`src/rtl/adcbe_pkg.sv`:
```
package adcbe_pkg;

  // Bit position of front stage i (0 = first stage) in the combined sum.
  function automatic int stage_shift(int i, int nstg, int ebits, int fbits);
    return fbits + ebits * (nstg - 1 - i);
  endfunction

  // Sum of the half-range centring shifts added by the overlap stages.
  function automatic int centre_offset(int nstg, int ebits, int fbits);
    int acc;
    acc = 0;
    for (int i = 0; i < nstg; i++)
      acc += (1 << (ebits - 1)) << stage_shift(i, nstg, ebits, fbits);
    return acc;
  endfunction

endpackage

```
`src/rtl/adcbe_rst_sync.sv`:
```
module adcbe_rst_sync (
  input  logic clk,
  input  logic arst_n,
  output logic srst_n
);

  logic [1:0] sync_q;
  logic [1:0] sync_d;

  always_comb sync_d = {sync_q[0], 1'b1};

  always_ff @(posedge clk or negedge arst_n) begin
    if (!arst_n) sync_q <= 2'b00;
    else         sync_q <= sync_d;
  end

  assign srst_n = sync_q[1];

endmodule

```
`src/rtl/adcbe_delay.sv`:
```
module adcbe_delay #(
  parameter int W = 3,
  parameter int D = 1
) (
  input  logic         clk,
  input  logic         rst_n,
  input  logic [W-1:0] din,
  output logic [W-1:0] dout
);

  logic [W-1:0] pipe_q [D];
  logic [W-1:0] pipe_d [D];

  always_comb begin
    pipe_d[0] = din;
    for (int i = 1; i < D; i++) pipe_d[i] = pipe_q[i-1];
  end

  always_ff @(posedge clk or negedge rst_n) begin
    if (!rst_n) begin
      for (int i = 0; i < D; i++) pipe_q[i] <= '0;
    end else begin
      for (int i = 0; i < D; i++) pipe_q[i] <= pipe_d[i];
    end
  end

  assign dout = pipe_q[D-1];

endmodule

```
`src/rtl/adcbe_combine.sv`:
```
module adcbe_combine #(
  parameter int NSTG  = 4,
  parameter int SBITS = 3,
  parameter int EBITS = 2,
  parameter int FBITS = 4,
  parameter int OUT_W = NSTG * EBITS + FBITS
) (
  input  logic [NSTG*SBITS-1:0] codes,
  input  logic [FBITS-1:0]      fcode,
  output logic [OUT_W-1:0]      result
);

  localparam int SUM_W  = OUT_W + SBITS + 1;
  localparam int OFFSET = adcbe_pkg::centre_offset(NSTG, EBITS, FBITS);
  localparam int MAXV   = (1 << OUT_W) - 1;
  localparam int NOM_LO = 1 << (EBITS - 1);
  localparam int NOM_HI = NOM_LO + (1 << EBITS) - 1;

  logic [SUM_W-1:0]      acc;
  logic signed [SUM_W:0] diff;
  logic                  clip;
  logic                  nominal;

  always_comb begin
    acc = SUM_W'(fcode);
    for (int i = 0; i < NSTG; i++)
      acc = acc + (SUM_W'(codes[i*SBITS +: SBITS])
                   << adcbe_pkg::stage_shift(i, NSTG, EBITS, FBITS));
    diff = $signed({1'b0, acc}) - $signed((SUM_W+1)'(OFFSET));
    if (diff < 0) begin
      result = '0;
      clip   = 1'b1;
    end else if (diff > $signed((SUM_W+1)'(MAXV))) begin
      result = OUT_W'(MAXV);
      clip   = 1'b1;
    end else begin
      result = diff[OUT_W-1:0];
      clip   = 1'b0;
    end
  end

  // Codes inside the centred window can never leave the output range.
  always_comb begin
    nominal = 1'b1;
    for (int i = 0; i < NSTG; i++)
      if (codes[i*SBITS +: SBITS] < SBITS'(NOM_LO) ||
          codes[i*SBITS +: SBITS] > SBITS'(NOM_HI))
        nominal = 1'b0;
  end

  always_comb begin
    if (nominal) begin
      a_r5_nominal_no_clip: assert (!clip);  // clamp only out of window
    end
  end

endmodule

```
`src/rtl/pipe_adc_backend.sv`:
```
module pipe_adc_backend #(
  parameter int NSTG  = 4,
  parameter int SBITS = 3,
  parameter int EBITS = 2,
  parameter int FBITS = 4
) (
  input  logic                          clk,
  input  logic                          rst_n,
  input  logic                          in_valid,
  input  logic [NSTG*SBITS-1:0]         stg_codes,
  input  logic [FBITS-1:0]              fin_code,
  output logic                          out_valid,
  output logic [NSTG*EBITS+FBITS-1:0]   out_code
);

  localparam int OUT_W = NSTG * EBITS + FBITS;
  localparam int LAT   = NSTG + 2;
  localparam int CNT_W = $clog2(LAT + 2);

  logic                  srst_n;
  logic [NSTG*SBITS-1:0] al_codes;
  logic [FBITS-1:0]      al_fin;
  logic                  vld_al;
  logic [OUT_W-1:0]      sum_res;

  logic                  out_valid_q, out_valid_d;
  logic [OUT_W-1:0]      out_code_q, out_code_d;

  adcbe_rst_sync u_rst (
    .clk    (clk),
    .arst_n (rst_n),
    .srst_n (srst_n)
  );

  // Stage i code arrives i cycles after stage 0; delay so all meet the final code.
  for (genvar g = 0; g < NSTG; g++) begin : g_stage_dly
    adcbe_delay #(.W(SBITS), .D(NSTG - g + 1)) u_dly (
      .clk   (clk),
      .rst_n (srst_n),
      .din   (stg_codes[g*SBITS +: SBITS]),
      .dout  (al_codes[g*SBITS +: SBITS])
    );
  end

  adcbe_delay #(.W(FBITS), .D(1)) u_fin_dly (
    .clk   (clk),
    .rst_n (srst_n),
    .din   (fin_code),
    .dout  (al_fin)
  );

  adcbe_delay #(.W(1), .D(NSTG + 1)) u_vld_dly (
    .clk   (clk),
    .rst_n (srst_n),
    .din   (in_valid),
    .dout  (vld_al)
  );

  adcbe_combine #(
    .NSTG(NSTG), .SBITS(SBITS), .EBITS(EBITS), .FBITS(FBITS), .OUT_W(OUT_W)
  ) u_comb (
    .codes  (al_codes),
    .fcode  (al_fin),
    .result (sum_res)
  );

  always_comb begin
    out_valid_d = vld_al;
    out_code_d  = out_code_q;
    if (vld_al) out_code_d = sum_res;
  end

  always_ff @(posedge clk or negedge srst_n) begin
    if (!srst_n) begin
      out_valid_q <= 1'b0;
      out_code_q  <= '0;
    end else begin
      out_valid_q <= out_valid_d;
      out_code_q  <= out_code_d;
    end
  end

  assign out_valid = out_valid_q;
  assign out_code  = out_code_q;

  // Checking: samples accepted but not yet delivered.
  logic [CNT_W-1:0] inflight_q;

  always_ff @(posedge clk or negedge srst_n) begin
    if (!srst_n) inflight_q <= '0;
    else         inflight_q <= inflight_q + CNT_W'(in_valid) - CNT_W'(out_valid);
  end

  a_r1_no_spurious: assert property (@(posedge clk) disable iff (!srst_n)
    out_valid |-> inflight_q != '0);

  a_r1_bounded_flight: assert property (@(posedge clk) disable iff (!srst_n)
    inflight_q <= CNT_W'(LAT));

  a_r2_valid_follows: assert property (@(posedge clk) disable iff (!srst_n)
    vld_al |=> out_valid);

  a_r7_hold_idle: assert property (@(posedge clk) disable iff (!srst_n)
    !vld_al |=> (!out_valid && $stable(out_code)));

endmodule

```
`config.mk`:
```
export PLATFORM = sky130hd
export DESIGN_NAME = pipe_adc_backend
export DESIGN_NICKNAME = d
export VERILOG_FILES = /design/src/rtl/adcbe_pkg.sv /design/src/rtl/adcbe_rst_sync.sv /design/src/rtl/adcbe_delay.sv /design/src/rtl/adcbe_combine.sv /design/src/rtl/pipe_adc_backend.sv
export SDC_FILE = /design/constraint.sdc
export NUM_CORES = 1
export LEC_CHECK = 0
export BUFFER_PORTS_ARGS = -buffer_cell sky130_fd_sc_hd__buf_2
export CAP_MARGIN = 10
export CORE_MARGIN = 2
export CORE_UTILIZATION = 25
export CTS_BUF_LIST = sky130_fd_sc_hd__clkbuf_8
export CTS_CLUSTER_SIZE = 12
export DETAILED_ROUTE_END_ITERATION = 6
export PLACE_DENSITY = 0.48
export SYNTH_ARGS = -nofsm -noshare
export SYNTH_HDL_FRONTEND = slang
export SYNTH_SLANG_ARGS = --single-unit
export TNS_END_PERCENT = 1
```
`constraint.sdc`:
```
create_clock -name clk -period 2 [get_ports clk]
set_input_delay 0.3 -clock clk [delete_from_list [all_inputs] [get_ports clk]]
set_output_delay 0.3 -clock clk [all_outputs]
set_load 0.03 [all_outputs]
```
# Word level (Yosys, flattened, before mapping)
# Index checks and enable logic that the tools add are counted.
totals:
  register_bits: 66
  in_bits: 19
  output_inout_bits: 13
  word_cells: 32
classes:
  addsub: 5
  n_lt_le_gt_ge: 2
  muxes: 2
ops:
  columns: ["operator", "n"]
  rows:
  - ["two-way mux 12 bit", 2]
  - ["greater-than comparator 17 x 13 -> 1 bit, second input constant", 1]
  - ["less-than comparator 17 x 1 -> 1 bit, second input constant", 1]
  - ["subtractor 16 x 12 -> 17 bit, second input constant", 1]
  - ["adder 16 x 11 -> 16 bit", 1]
  - ["adder 16 x 7 -> 16 bit", 1]
  - ["adder 16 x 9 -> 16 bit", 1]
  - ["adder 4 x 13 -> 14 bit", 1]

# Longest topological paths before layout
# Gate-level depths: netlist of the first run.
depth:
  word_depth: 8
  depth_mapped: 10
  mapped_depth_nobuf: 9

# Hierarchy
# A second synthesis of the first run with hierarchy kept.
unflattened:
  hier_cells: 150
  hier_area_um2: 2353.5
modules_own_cells:
  columns: ["mod", "instances", "cells_per_inst", "area_per_inst_um2", "seq_area_each_um2"]
  rows:
  - ["adcbe_combine", 1, 70, 514.2, 0.0]
  - ["pipe_adc_backend", 1, 26, 509.2, 325.3]
  - ["adcbe_delay (g_stage_dly[0].u_dly)", 1, 15, 375.4, 375.4]
  - ["adcbe_delay (g_stage_dly[1].u_dly)", 1, 12, 300.3, 300.3]
  - ["adcbe_delay (g_stage_dly[2].u_dly)", 1, 9, 225.2, 225.2]
  - ["adcbe_delay (g_stage_dly[3].u_dly)", 1, 6, 150.1, 150.1]
  - ["adcbe_delay (u_vld_dly)", 1, 5, 125.1, 125.1]
  - ["adcbe_delay (u_fin_dly)", 1, 4, 100.1, 100.1]
  - ["adcbe_rst_sync", 1, 3, 53.8, 50.0]

# Worst setup path after synthesis of the first run
# No wires, ideal clock.
synth_timing:
  path_kind: "reg-to-reg"
  from: "reg g_stage_dly[1].u_dly.pipe_q (netlist bit g_stage_dly[1].u_dly.dout[0])"
  to: "reg out_code_q[5], in the netlist out_code[5]"
  setup_time_ns: 0.133
  arrival_ns: 2.031
  t_required_ns: 1.867
  path_slack_ns: -0.164
  stages_incl_launch_ff: 10
  n_path_buf: 1
  period_less_slack_ns: 2.164
  path_cell_list: "dfrtp_1 > ha_1 > a31o_2 > xor2_2 > a211o_1 > a21oi_1 > a31oi_1 > buf_6 > a211oi_1 > o22ai_1"
synth_via:
  elab_chain_cells: 7
  word_cells_on_any_way: 8
  cone_classes: "4 x add/sub; 2 x order compare; 2 x mux"
synth_lines:
  columns: ["element", "line", "text"]
  rows:
  - ["from (decl)", "adcbe_delay.sv:11", "logic [W-1:0] pipe_q [D];"]
  - ["adder 16 x 11 -> 16 bit *", "adcbe_combine.sv:27", "acc = acc + (SUM_W'(codes[i*SBITS +: SBITS])"]
  - ["adder 16 x 9 -> 16 bit *", "adcbe_combine.sv:27", null]
  - ["adder 16 x 7 -> 16 bit *", "adcbe_combine.sv:27", null]
  - ["subtractor 16 x 12 -> 17 bit *", "adcbe_combine.sv:29", "diff = $signed({1'b0, acc}) - $signed((SUM_W+1)'(OFFSET));"]
  - ["greater-than comparator 17 x 13 -> 1 bit", "adcbe_combine.sv:33", "end else if (diff > $signed((SUM_W+1)'(MAXV))) begin"]
  - ["two-way mux 12 bit", "adcbe_combine.sv:33", null]
  - ["two-way mux 12 bit *", "adcbe_combine.sv:30", "if (diff < 0) begin"]
  - ["to (signal assigned)", "pipe_adc_backend.sv:79", "out_code_q <= out_code_d;"]
  - ["to (decl)", "pipe_adc_backend.sv:27", "logic [OUT_W-1:0] out_code_q, out_code_d;"]
# Mark *: on every way between the ends. The rest lies on a longest branch, timed or not.
# A chain may end at the register's enable or synchronous reset.

# Worst setup path in the final report of the first run
layout_timing:
  from: "reg g_stage_dly[1].u_dly.pipe_q (netlist bit g_stage_dly[1].u_dly.dout[0])"
  to: "reg out_code_q[6], in the netlist out_code[6]"
# The elaborated chain is that of the path after synthesis.

==> metrics, run 1 <==
critical path startpoint category=register; antenna diode count=0; number of standard cells after synthesis=162; GRT Total Usage=8.95%; headroom to the max-slew limit=65.7%; detailed-route DRC error count=0; highest clock frequency the design can meet=461 MHz; die height=99.3 um; number of nets produced by synthesis=187; largest buffer count on any clock path=2; CTS tree=done; initial core utilization=25.9%; cell row count=34; number of fill cells in the layout=898; via count of the first global-routing pass=1,463; Setup Total Neg Slack=-1550 ps; critical path start-end classification=register to register; number of port buffers=31; wire length per cell after detailed routing=11.5 um; mean cell area of the mapped netlist=14.0 um^2; ports placed on the boundary=32; Worst-Skew Late Latency=350 ps; data required time at the worst endpoint=2210 ps; via/cell ratio=4.13; post-synthesis register bit count=66; netlist area before placement=2270 um^2; die span in x=99.3 um; Setup violations, final=12; power per standard cell area=1040 nW/um^2; hpwl dp=2580 um; Final WS setup=-171 ps; Layout area overhead=30.7%; initial antenna violation count=0; WP data arrival=2380 ps; largest fanout on the critical path=4; maximum number of pins on one net before global-route repair=25; H-tree level count=3; starting DRC count in detailed routing=28; global-route wire length before repair=6780 um; # nets final=244; number of buffers created by CTS=9; overall power after layout=3.08 mW; final count of hold timing violations=0; most common library cell in the layout ignoring fill and taps=sky130_fd_sc_hd__dfrtp_1; # Max-Cap Violations=0; worst hold path type=input port to register; area enclosed by the die boundary=9850 um^2; area of the multi-input gates=623 um^2; number of distinct library cell variants in the gate-level netlist after synthesis=35; sequential-to-total area share from yosys stat=72.8%; routability congestion estimate from global placement=0.771; VDD IR max=0.000481 V; outcome=complete, but fails checks; post-layout minimum cycle time=2170 ps; via total after detailed routing=1,372; Setup crit end kind=register; layout cell share with drive strength beyond 1=37.9%; number of nets with antenna violations after routing=0; violations in the final reports=negative setup slack; GRT Residual Overflow=0; total number of yosys warnings=0; clock-pin slew on the worst setup and hold paths=80 ps; Worst-Margin Slew=515 ps; leading cell types in the layout, fill and taps excluded=65 x sky130_fd_sc_hd__dfrtp_1, 31 x sky130_fd_sc_hd__buf_2, 16 x sky130_fd_sc_hd__inv_1, 15 x sky130_fd_sc_hd__buf_4, 14 x sky130_fd_sc_hd__o22ai_1; Std-Cell Core Area=8760 um^2; Period Utilization, post-route=109%; CTS Sinks=66; total wirelength of the detailed-routed design=3820 um; Layout Skew=10.6 ps; LEAKAGE=1.37 nW; setup repair after global routing missed its margin=yes; number of pins exceeding their max-slew limit in the final report=0; Initial DRT Pass Iterations=4; clk root buf=sky130_fd_sc_hd__clkbuf_8; area taken by flip-flops and latches=1650 um^2
-- state kept, by name, summed over array words and instances, names as in the netlist --
signal / cells
out_code: 12
g_stage_dly.u_dly.dout: 12
g_stage_dly.u_dly.pipe_d: 30
u_rst.sync_q: 2
u_vld_dly.pipe_d: 4
u_fin_dly.dout: 4
u_vld_dly.dout: 1
out_valid: 1
-- cell families after synthesis --
group           after synthesis  synth area share, %
compound gates               31                 9.32
xor+xnor                      8                 3.75
fa+ha+maj                     6                 3.31
buf+inv                      19                 3.92
flops                        66                 72.8
mux                           1                0.496
other cells                   1                0.165
simple gates                 30                 6.23
-- final cells by class --
cell class,count,share of cell area [%]
Clock buffer,9,4.18
Inverter,16,2.03
Timing Repair Buffer,49,10.4
Tap cell,108,4.56
Sequential cell,66,55.8
Multi-Input combinational cell,77,21.0
Clock inverter,7,2.03
-- path summary, 6_finish.rpt --
kind	startpoint	endpoint	slack (ps)	cells after the start
setup / recovery	g_stage_dly[1].u_dly.dout[0]$_DFF_PN0_	out_code[6]$_DFFE_PN0P_	-170	9
hold / removal	stg_codes[0]	g_stage_dly[0].u_dly.pipe_d[9]$_DFF_PN0_	50	1
setup reg to reg	g_stage_dly[1].u_dly.dout[0]$_DFF_PN0_	out_code[6]$_DFFE_PN0P_	-170	9
hold reg to reg	u_rst.sync_q[1]$_DFF_PN0_	g_stage_dly[1].u_dly.dout[0]$_DFF_PN0_	210	0
max in group asynchronous	u_rst.sync_q[1]$_DFF_PN0_	g_stage_dly[0].u_dly.pipe_d[1]$_DFF_PN0_	1150	1
min in group asynchronous	u_rst.sync_q[1]$_DFF_PN0_	g_stage_dly[1].u_dly.dout[0]$_DFF_PN0_	210	0
-- critical path: stages, from the launching register on --
cell                       delay (ps)
sky130_fd_sc_hd__dfrtp_1          400
sky130_fd_sc_hd__ha_4             270
sky130_fd_sc_hd__a31o_4           250
sky130_fd_sc_hd__xor2_2           150
sky130_fd_sc_hd__a211o_1          340
sky130_fd_sc_hd__a21oi_2          150
sky130_fd_sc_hd__a31oi_2           70
sky130_fd_sc_hd__buf_4            170
sky130_fd_sc_hd__a211oi_2         150
sky130_fd_sc_hd__o22ai_1           90
-- cell usage after synthesis --
master | count | area, um^2
sky130_fd_sc_hd__o21ai_0 | 2 | 10.0
sky130_fd_sc_hd__dfrtp_1 | 66 | 1650
sky130_fd_sc_hd__xnor2_2 | 1 | 16.3
sky130_fd_sc_hd__o211ai_1 | 1 | 7.51
sky130_fd_sc_hd__a21oi_2 | 1 | 8.76
sky130_fd_sc_hd__xor2_1 | 3 | 26.3
sky130_fd_sc_hd__a21boi_0 | 1 | 7.51
sky130_fd_sc_hd__and2_1 | 2 | 12.5
sky130_fd_sc_hd__conb_1 | 1 | 3.75
sky130_fd_sc_hd__nor3b_1 | 1 | 7.51
sky130_fd_sc_hd__a21o_2 | 1 | 8.76
sky130_fd_sc_hd__a31oi_1 | 2 | 12.5
sky130_fd_sc_hd__a211o_1 | 1 | 8.76
sky130_fd_sc_hd__buf_6 | 1 | 11.3
sky130_fd_sc_hd__o221a_2 | 1 | 11.3
sky130_fd_sc_hd__nor3_1 | 2 | 10.0
sky130_fd_sc_hd__nand4b_1 | 1 | 8.76
sky130_fd_sc_hd__nor2_1 | 13 | 48.8
sky130_fd_sc_hd__xor2_2 | 1 | 16.3
sky130_fd_sc_hd__nor2b_1 | 2 | 12.5
sky130_fd_sc_hd__mux2_2 | 1 | 11.3
sky130_fd_sc_hd__ha_1 | 6 | 75.1
sky130_fd_sc_hd__dlygate4sd3_1 | 1 | 10.0
sky130_fd_sc_hd__xnor2_1 | 3 | 26.3
sky130_fd_sc_hd__nand4_1 | 1 | 6.26
sky130_fd_sc_hd__a21oi_1 | 3 | 15.0
sky130_fd_sc_hd__buf_4 | 1 | 7.51
sky130_fd_sc_hd__a31o_2 | 1 | 8.76
sky130_fd_sc_hd__o311a_1 | 1 | 10.0
sky130_fd_sc_hd__nand2_1 | 6 | 22.5
sky130_fd_sc_hd__and3_1 | 1 | 6.26
sky130_fd_sc_hd__a211oi_1 | 2 | 15.0
sky130_fd_sc_hd__inv_1 | 16 | 60.1
sky130_fd_sc_hd__o22ai_1 | 14 | 87.6
sky130_fd_sc_hd__nor4_1 | 1 | 6.26
-- stage by stage --
| step | instances | instance area, um^2 | worst slack, ps | hold slack [ps] | util (%) |
|---|---|---|---|---|---|
| after floorplan | 162 | 2320 | -47.9 | 4.41 | - |
| after global placement | 313 | 2710 | -127 | 85.7 | 30.9 |
| after detailed placement | 313 | 2710 | -177 | 87.8 | 30.9 |
| after CTS | 331 | 2930 | -138 | 29.4 | 33.5 |
| after global routing | 332 | 2960 | -307 | 18.6 | 33.8 |
| final | 332 | 2960 | -171 | 54.9 | 33.8 |
-- power by group --
part | switching [mW] | internal, mW | leakage (nW)
Clock | 0.561 | 0.470 | 0.0848
Combinational | 0.320 | 0.226 | 0.514
Sequential | 0.0602 | 1.44 | 0.771
-- timing repair --
item | in CTS | in global routing
gates cloned | 0 | 1
hold buffers | 1 | 0
endpoints found under the hold margin | 2 | 0
pin swaps | 4 | 1
gates resized for setup | 5 | 6
setup endpoints to repair | 12 | 12
buffers inserted | 1 | 0
-- layer usage --
metal  GRT usage [%]  part of all wire (%)  vias up
met1            10.9                    46      670
li1                -                     -      663
met5               0                     0        -
met2            13.3                    48       35
met3            4.50                   5.6        4
met4            4.11                  0.65        0
(Power assumes the default switching activity.)
==> run 2, diff against run 1 <==
CELL_PAD_IN_SITES_DETAIL_PLACEMENT = 1   (was not set)
CELL_PAD_IN_SITES_GLOBAL_PLACEMENT = 1   (was not set)
PLACE_DENSITY = 0.54   (was 0.48)
SLEW_MARGIN = 20   (was not set)
==> metrics, run 2 (synthesized netlist as in run 1, its figures left out) <==
outcome=complete, but fails checks; violations in the final reports=negative setup slack; hpwl dp=2720 um (+5.7%); total wirelength of the detailed-routed design=4050 um (+6.0%); wire length per cell after detailed routing=12.0 um (+4.4%); Layout Utilization=35.4% (+1.6 points); Clk network pwr share=40.2% (+6.7 points); worst hold path type=register to asynchronous set/reset pin; overall power after layout=3.47 mW (+13%); critical path startpoint category=register; worst slack, placed=-230 ps (-52.9 ps); number of pins exceeding their max-slew limit in the final report=0 (unchanged); clock-pin slew on the worst setup and hold paths=70 ps (about the same); Layout area overhead=36.8%; detailed-route DRC error count=0 (unchanged); via/cell ratio=4.12 (-0.26%); # nets final=249 (+2.0%); starting DRC count in detailed routing=33 (+18%); number of buffers created by CTS=9 (unchanged); clk root buf=sky130_fd_sc_hd__clkbuf_8; LEAKAGE=1.44 nW (+5.0%); count of non-filler cells in the finished layout=337 (+1.5%); met3 Usage GRT=2.95% (-1.5 points); # Max-Cap Violations=0 (unchanged); post-layout minimum cycle time=2180 ps (+13.4 ps); number of port buffers=31 (unchanged); worst hold margin=54.0 ps (-0.934 ps); switching share of power=26.4% (-4.1 points); largest fanout on the critical path=4 (unchanged); highest clock frequency the design can meet=458 MHz (-0.61%); area after detailed placement=2730 um^2 (+0.83%); initial antenna violation count=0 (unchanged); met1 track demand over resource in global routing=12.0% (+1.1 points); Logic pwr share=16.8% (-0.9 points); area of the multi-input gates=663 um^2 (+6.4%); area enclosed by the die boundary=9850 um^2 (unchanged); net switching component of the power=0.917 mW (-2.6%); total placed cells including tap cells=316 (+0.96%); largest buffer count on any clock path=2 (unchanged); Final WS setup=-185 ps (-13.4 ps); ports placed on the boundary=32 (unchanged); number of nets with antenna violations after routing=0 (unchanged); maximum number of pins on one net before global-route repair=64 (+160%); Std-Cell Core Area=8760 um^2 (unchanged); met2 layer usage reported by global route=14.3% (+0.99 points); Initial DRT Pass Iterations=3 (-1); post-route cell area=3100 um^2 (+4.7%); critical path start-end classification=register to register; cell row count=34 (unchanged); VDD IR max=0.000513 V (+6.8%); via total after detailed routing=1,389 (+1.2%); Worst-Skew Late Latency=340 ps (about the same); global-route wire length before repair=7110 um (+5.0%); GRT Residual Overflow=0 (unchanged); area taken by flip-flops and latches=1650 um^2 (unchanged); power per standard cell area=1120 nW/um^2 (+7.6%); flip-flop count of the largest register, all copies and words added=30 (unchanged); setup repair after global routing missed its margin=yes; routability congestion estimate from global placement=0.726 (-5.8%); Setup violations, final=12 (unchanged); data required time at the worst endpoint=2220 ps (about the same); leading cell types in the layout, fill and taps excluded=65 x sky130_fd_sc_hd__dfrtp_1, 31 x sky130_fd_sc_hd__buf_2, 21 x sky130_fd_sc_hd__buf_4, 16 x sky130_fd_sc_hd__inv_1, 14 x sky130_fd_sc_hd__o22ai_1; die height=99.3 um (unchanged); GRT Total Usage=9.44% (+0.49 points); Period Utilization, post-route=109% (+0.67 points); CTS tree=done; layout cell share with drive strength beyond 1=41.0% (+3.1 points); share of total power in sequential cells=43.0% (-5.8 points); global routing's busiest layer=met2; most common library cell in the layout ignoring fill and taps=sky130_fd_sc_hd__dfrtp_1; die span in x=99.3 um (unchanged); CTS Sinks=66 (unchanged); Layout Skew=6.93 ps (-3.64 ps); Setup crit end kind=register; WP data arrival=2400 ps (+20 ps); via count of the first global-routing pass=1,444 (-1.3%); Setup Total Neg Slack=-1400 ps (+150 ps); final count of hold timing violations=0 (unchanged); Internal=2.55 mW (+19%); H-tree level count=3 (unchanged); initial core utilization=25.9% (unchanged); number of fill cells in the layout=958 (+6.7%); antenna diode count=0 (unchanged)
[run 2: timing repair]
| action | in CTS | in global routing |
|---|---|---|
| resized for setup | 5 | 12 |
| hold buffers | 1 | 0 |
| pin swaps | 0 | 4 |
| setup buffers | 0 | 3 |
| endpoints found under the hold margin | 2 | 0 |
| setup endpoints to repair | 12 | 12 |
| cloned | 0 | 1 |
[run 2: final cells by class]
cell class | instances | share of cell area [%]
multi-input combinational | 77 | 21.4
sequential | 66 | 53.2
inverter | 16 | 1.93
timing repair buffer | 54 | 11.0
clock inverter | 6 | 3.63
clock buffer | 10 | 4.43
tap | 108 | 4.35
[run 2: critical path, cell delays in order (launching register included)]
cell and delay [ps]:
sky130_fd_sc_hd__dfrtp_1 400, sky130_fd_sc_hd__ha_4 260, sky130_fd_sc_hd__buf_4 140, sky130_fd_sc_hd__xnor2_2 160
sky130_fd_sc_hd__nand2_1 90, sky130_fd_sc_hd__a211o_1 330, sky130_fd_sc_hd__a21oi_2 200, sky130_fd_sc_hd__a31oi_4 60
sky130_fd_sc_hd__buf_4 160, sky130_fd_sc_hd__a211oi_2 160, sky130_fd_sc_hd__o22ai_1 90
[run 2: worst paths after layout]
kind | startpoint | end | slack, ps | depth (start not counted)
min in group clk | stg_codes[0] | g_stage_dly[0].u_dly.pipe_d[9]$_DFF_PN0_ | 60 | 1
max | g_stage_dly[1].u_dly.dout[0]$_DFF_PN0_ | out_code[5]$_DFFE_PN0P_ | -180 | 10
min reg2reg | u_rst.sync_q[1]$_DFF_PN0_ | u_vld_dly.pipe_d[3]$_DFF_PN0_ | 50 | 0
min | u_rst.sync_q[1]$_DFF_PN0_ | u_vld_dly.pipe_d[3]$_DFF_PN0_ | 50 | 0
max in group asynchronous | u_rst.sync_q[1]$_DFF_PN0_ | g_stage_dly[0].u_dly.dout[2]$_DFF_PN0_ | 1450 | 1
max reg2reg | g_stage_dly[1].u_dly.dout[0]$_DFF_PN0_ | out_code[5]$_DFFE_PN0P_ | -180 | 10
[run 2: power by group through the flow]
stage	clock network, mW	registers [mW]	logic, mW
after floorplan	0	1.64	0.226
after global placement	0	1.51	0.540
after detailed placement	0	1.52	0.547
after CTS	1.46	1.49	0.560
after global routing	1.52	1.51	0.647
final	1.39	1.49	0.584
[run 2: layer usage]
| metal | up-vias | share of wire, % |
|---|---|---|
| met5 | - | 0 |
| met2 | 32 | 48 |
| li1 | 665 | - |
| met4 | 0 | 2.3 |
| met1 | 682 | 45 |
| met3 | 10 | 4.9 |
==> run 3, diff against run 2 <==
PLACE_DENSITY = not set   (was 0.54)
PLACE_DENSITY_LB_ADDON = 0.1   (was not set)
==> metrics, run 3 (synthesized netlist as in run 1, its figures left out) <==
overall power after layout=3.26 mW (-6.2%); initial core utilization=25.9% (unchanged); number of pins exceeding their max-slew limit in the final report=0 (unchanged); Layout Utilization=36.4% (+0.94 points); data required time at the worst endpoint=2220 ps (about the same); via/cell ratio=4.17 (+1.2%); clock-pin slew on the worst setup and hold paths=80 ps (about the same); critical path start-end classification=register to register; WP data arrival=2460 ps (+60 ps); CTS tree=done; LEAKAGE=1.48 nW (+2.9%); highest clock frequency the design can meet=445 MHz (-2.7%); largest fanout on the critical path=3 (-1); post-layout minimum cycle time=2250 ps (+61.6 ps); VDD IR max=0.000337 V (-34%); violations in the final reports=negative setup slack; flip-flop count of the largest register, all copies and words added=30 (unchanged); Worst-Margin Slew=547 ps; number of port buffers=31 (unchanged); cell row count=34 (unchanged); H-tree level count=3 (unchanged); maximum number of pins on one net before global-route repair=42 (-34%); largest buffer count on any clock path=2 (unchanged); layout cell share with drive strength beyond 1=46.3% (+5.2 points); Layout area overhead=40.5%; switching share of power=28.4% (+2.0 points); hpwl dp=3030 um (+11%); setup repair after global routing missed its margin=yes; Setup crit end kind=register; critical path startpoint category=register; clk root buf=sky130_fd_sc_hd__clkbuf_8; worst setup slack for register-to-register paths=-250 ps (-60 ps); via count of the first global-routing pass=1,635 (+13%); Final WS setup=-246 ps (-61.6 ps); initial antenna violation count=0 (unchanged); Clk network pwr share=34.4% (-5.8 points); die span in x=99.3 um (unchanged); number of buffers created by CTS=9 (unchanged); outcome=complete, but fails checks; power per standard cell area=1020 nW/um^2 (-8.6%); Logic pwr share=19.5% (+2.7 points); GRT Residual Overflow=0 (unchanged); routability congestion estimate from global placement=0.750 (+3.3%); Internal=2.33 mW (-8.7%); Layout Skew=7.45 ps (+0.518 ps); antenna diode count=0 (unchanged); global-route wire length before repair=7780 um (+9.4%); detailed-route DRC error count=0 (unchanged); leading cell types in the layout, fill and taps excluded=65 x sky130_fd_sc_hd__dfrtp_1, 31 x sky130_fd_sc_hd__buf_2, 31 x sky130_fd_sc_hd__buf_4, 16 x sky130_fd_sc_hd__inv_1, 14 x sky130_fd_sc_hd__o22ai_1; Worst-Skew Late Latency=340 ps (about the same); # nets final=262 (+5.2%); final count of hold timing violations=0 (unchanged); GRT Total Usage=10.3% (+0.88 points); ports placed on the boundary=32 (unchanged); headroom to the max-slew limit=63.6%; via total after detailed routing=1,460 (+5.1%); number of fill cells in the layout=947 (-1.1%); CTS Sinks=66 (unchanged); worst hold margin=58.2 ps (+4.19 ps); area enclosed by the die boundary=9850 um^2 (unchanged); most common library cell in the layout ignoring fill and taps=sky130_fd_sc_hd__dfrtp_1; total wirelength of the detailed-routed design=4470 um (+10%); net switching component of the power=0.926 mW (+0.93%); starting DRC count in detailed routing=36 (+9.1%); worst hold path type=input port to register; count of non-filler cells in the finished layout=350 (+3.9%); # Max-Cap Violations=0 (unchanged); Initial DRT Pass Iterations=2 (-1); share of total power in sequential cells=46.1% (+3.1 points); total placed cells including tap cells=324 (+2.5%); Setup violations, final=12 (unchanged); Std-Cell Core Area=8760 um^2 (unchanged); wire length per cell after detailed routing=12.8 um (+6.3%); Period Utilization, post-route=112% (+3.1 points); die height=99.3 um (unchanged); number of nets with antenna violations after routing=0 (unchanged)
==> run 3: cell count changes in the layout (fill, tap and decap cells not counted), sizes merged <==
cell	change
inv	-1
buf	+13
bufinv	-2
clkinvlp	+3
==> run 3: worst paths after layout <==
path | from | end | cells past startpoint
min in group asynchronous | u_rst.sync_q[1]$_DFF_PN0_ | u_fin_dly.dout[3]$_DFF_PN0_ | 0
max in group asynchronous | u_rst.sync_q[1]$_DFF_PN0_ | g_stage_dly[1].u_dly.dout[2]$_DFF_PN0_ | 1
hold reg to reg | u_rst.sync_q[1]$_DFF_PN0_ | u_fin_dly.dout[3]$_DFF_PN0_ | 0
hold / removal | fin_code[3] | u_fin_dly.dout[3]$_DFF_PN0_ | 1
setup reg to reg | g_stage_dly[2].u_dly.dout[0]$_DFF_PN0_ | out_code[6]$_DFFE_PN0P_ | 11
setup / recovery | g_stage_dly[2].u_dly.dout[0]$_DFF_PN0_ | out_code[6]$_DFFE_PN0P_ | 11
==> run 3: stage by stage <==
stage | setup slack (ps) | instance area, um^2 | TNS [ps]
global route | -326 | 3190 | -3340
detailed placement | -626 | 2790 | -7030
finish | -246 | 3190 | -2150
floorplan | -47.9 | 2320 | -267
CTS | -247 | 3120 | -2230
global placement | -470 | 2790 | -5400
==> run 3: critical path, cell delays in order (launching register included) <==
cell and delay (ps):
sky130_fd_sc_hd__dfrtp_1 380, sky130_fd_sc_hd__ha_2 200, sky130_fd_sc_hd__ha_4 170, sky130_fd_sc_hd__a21o_4 200, sky130_fd_sc_hd__a21boi_2 170, sky130_fd_sc_hd__buf_4 140
sky130_fd_sc_hd__nor2_4 40, sky130_fd_sc_hd__buf_6 120, sky130_fd_sc_hd__and2_4 130, sky130_fd_sc_hd__mux2_4 280, sky130_fd_sc_hd__a211oi_2 210, sky130_fd_sc_hd__o22ai_1 90
==> run 3: power by group through the flow <==
stage / Clock (mW) / Combinational (mW) / Sequential (mW)
after global placement: 0 / 0.538 / 1.52
after floorplan: 0 / 0.226 / 1.64
final: 1.12 / 0.636 / 1.50
after global routing: 1.23 / 0.698 / 1.52
after detailed placement: 0 / 0.546 / 1.53
after CTS: 1.17 / 0.597 / 1.50
==> run 3: area by class of cell <==
type,instances,area [um^2],share of cell area [%]
clock inverter,6,66.3,2.08
timing repair buffer,67,452,14.2
multi-input combinational,77,683,21.4
clock buffer,10,138,4.32
tap,108,135,4.24
sequential,66,1650,51.9
inverter,16,60.1,1.88
==> run 3: timing repair <==
action | in CTS | in global routing
pin swaps | 6 | 8
endpoints found under the setup margin | 12 | 12
buffers inserted | 6 | 3
hold endpoints to repair | 2 | 0
resized for setup | 14 | 10
hold buffers | 1 | 0
==> run 3: per-layer routing <==
layer | track usage [%] | wire, um
met5 | 0 | 0
met4 | 6.01 | 106
met3 | 3.65 | 223
met2 | 17.5 | 2370
met1 | 11.1 | 1770
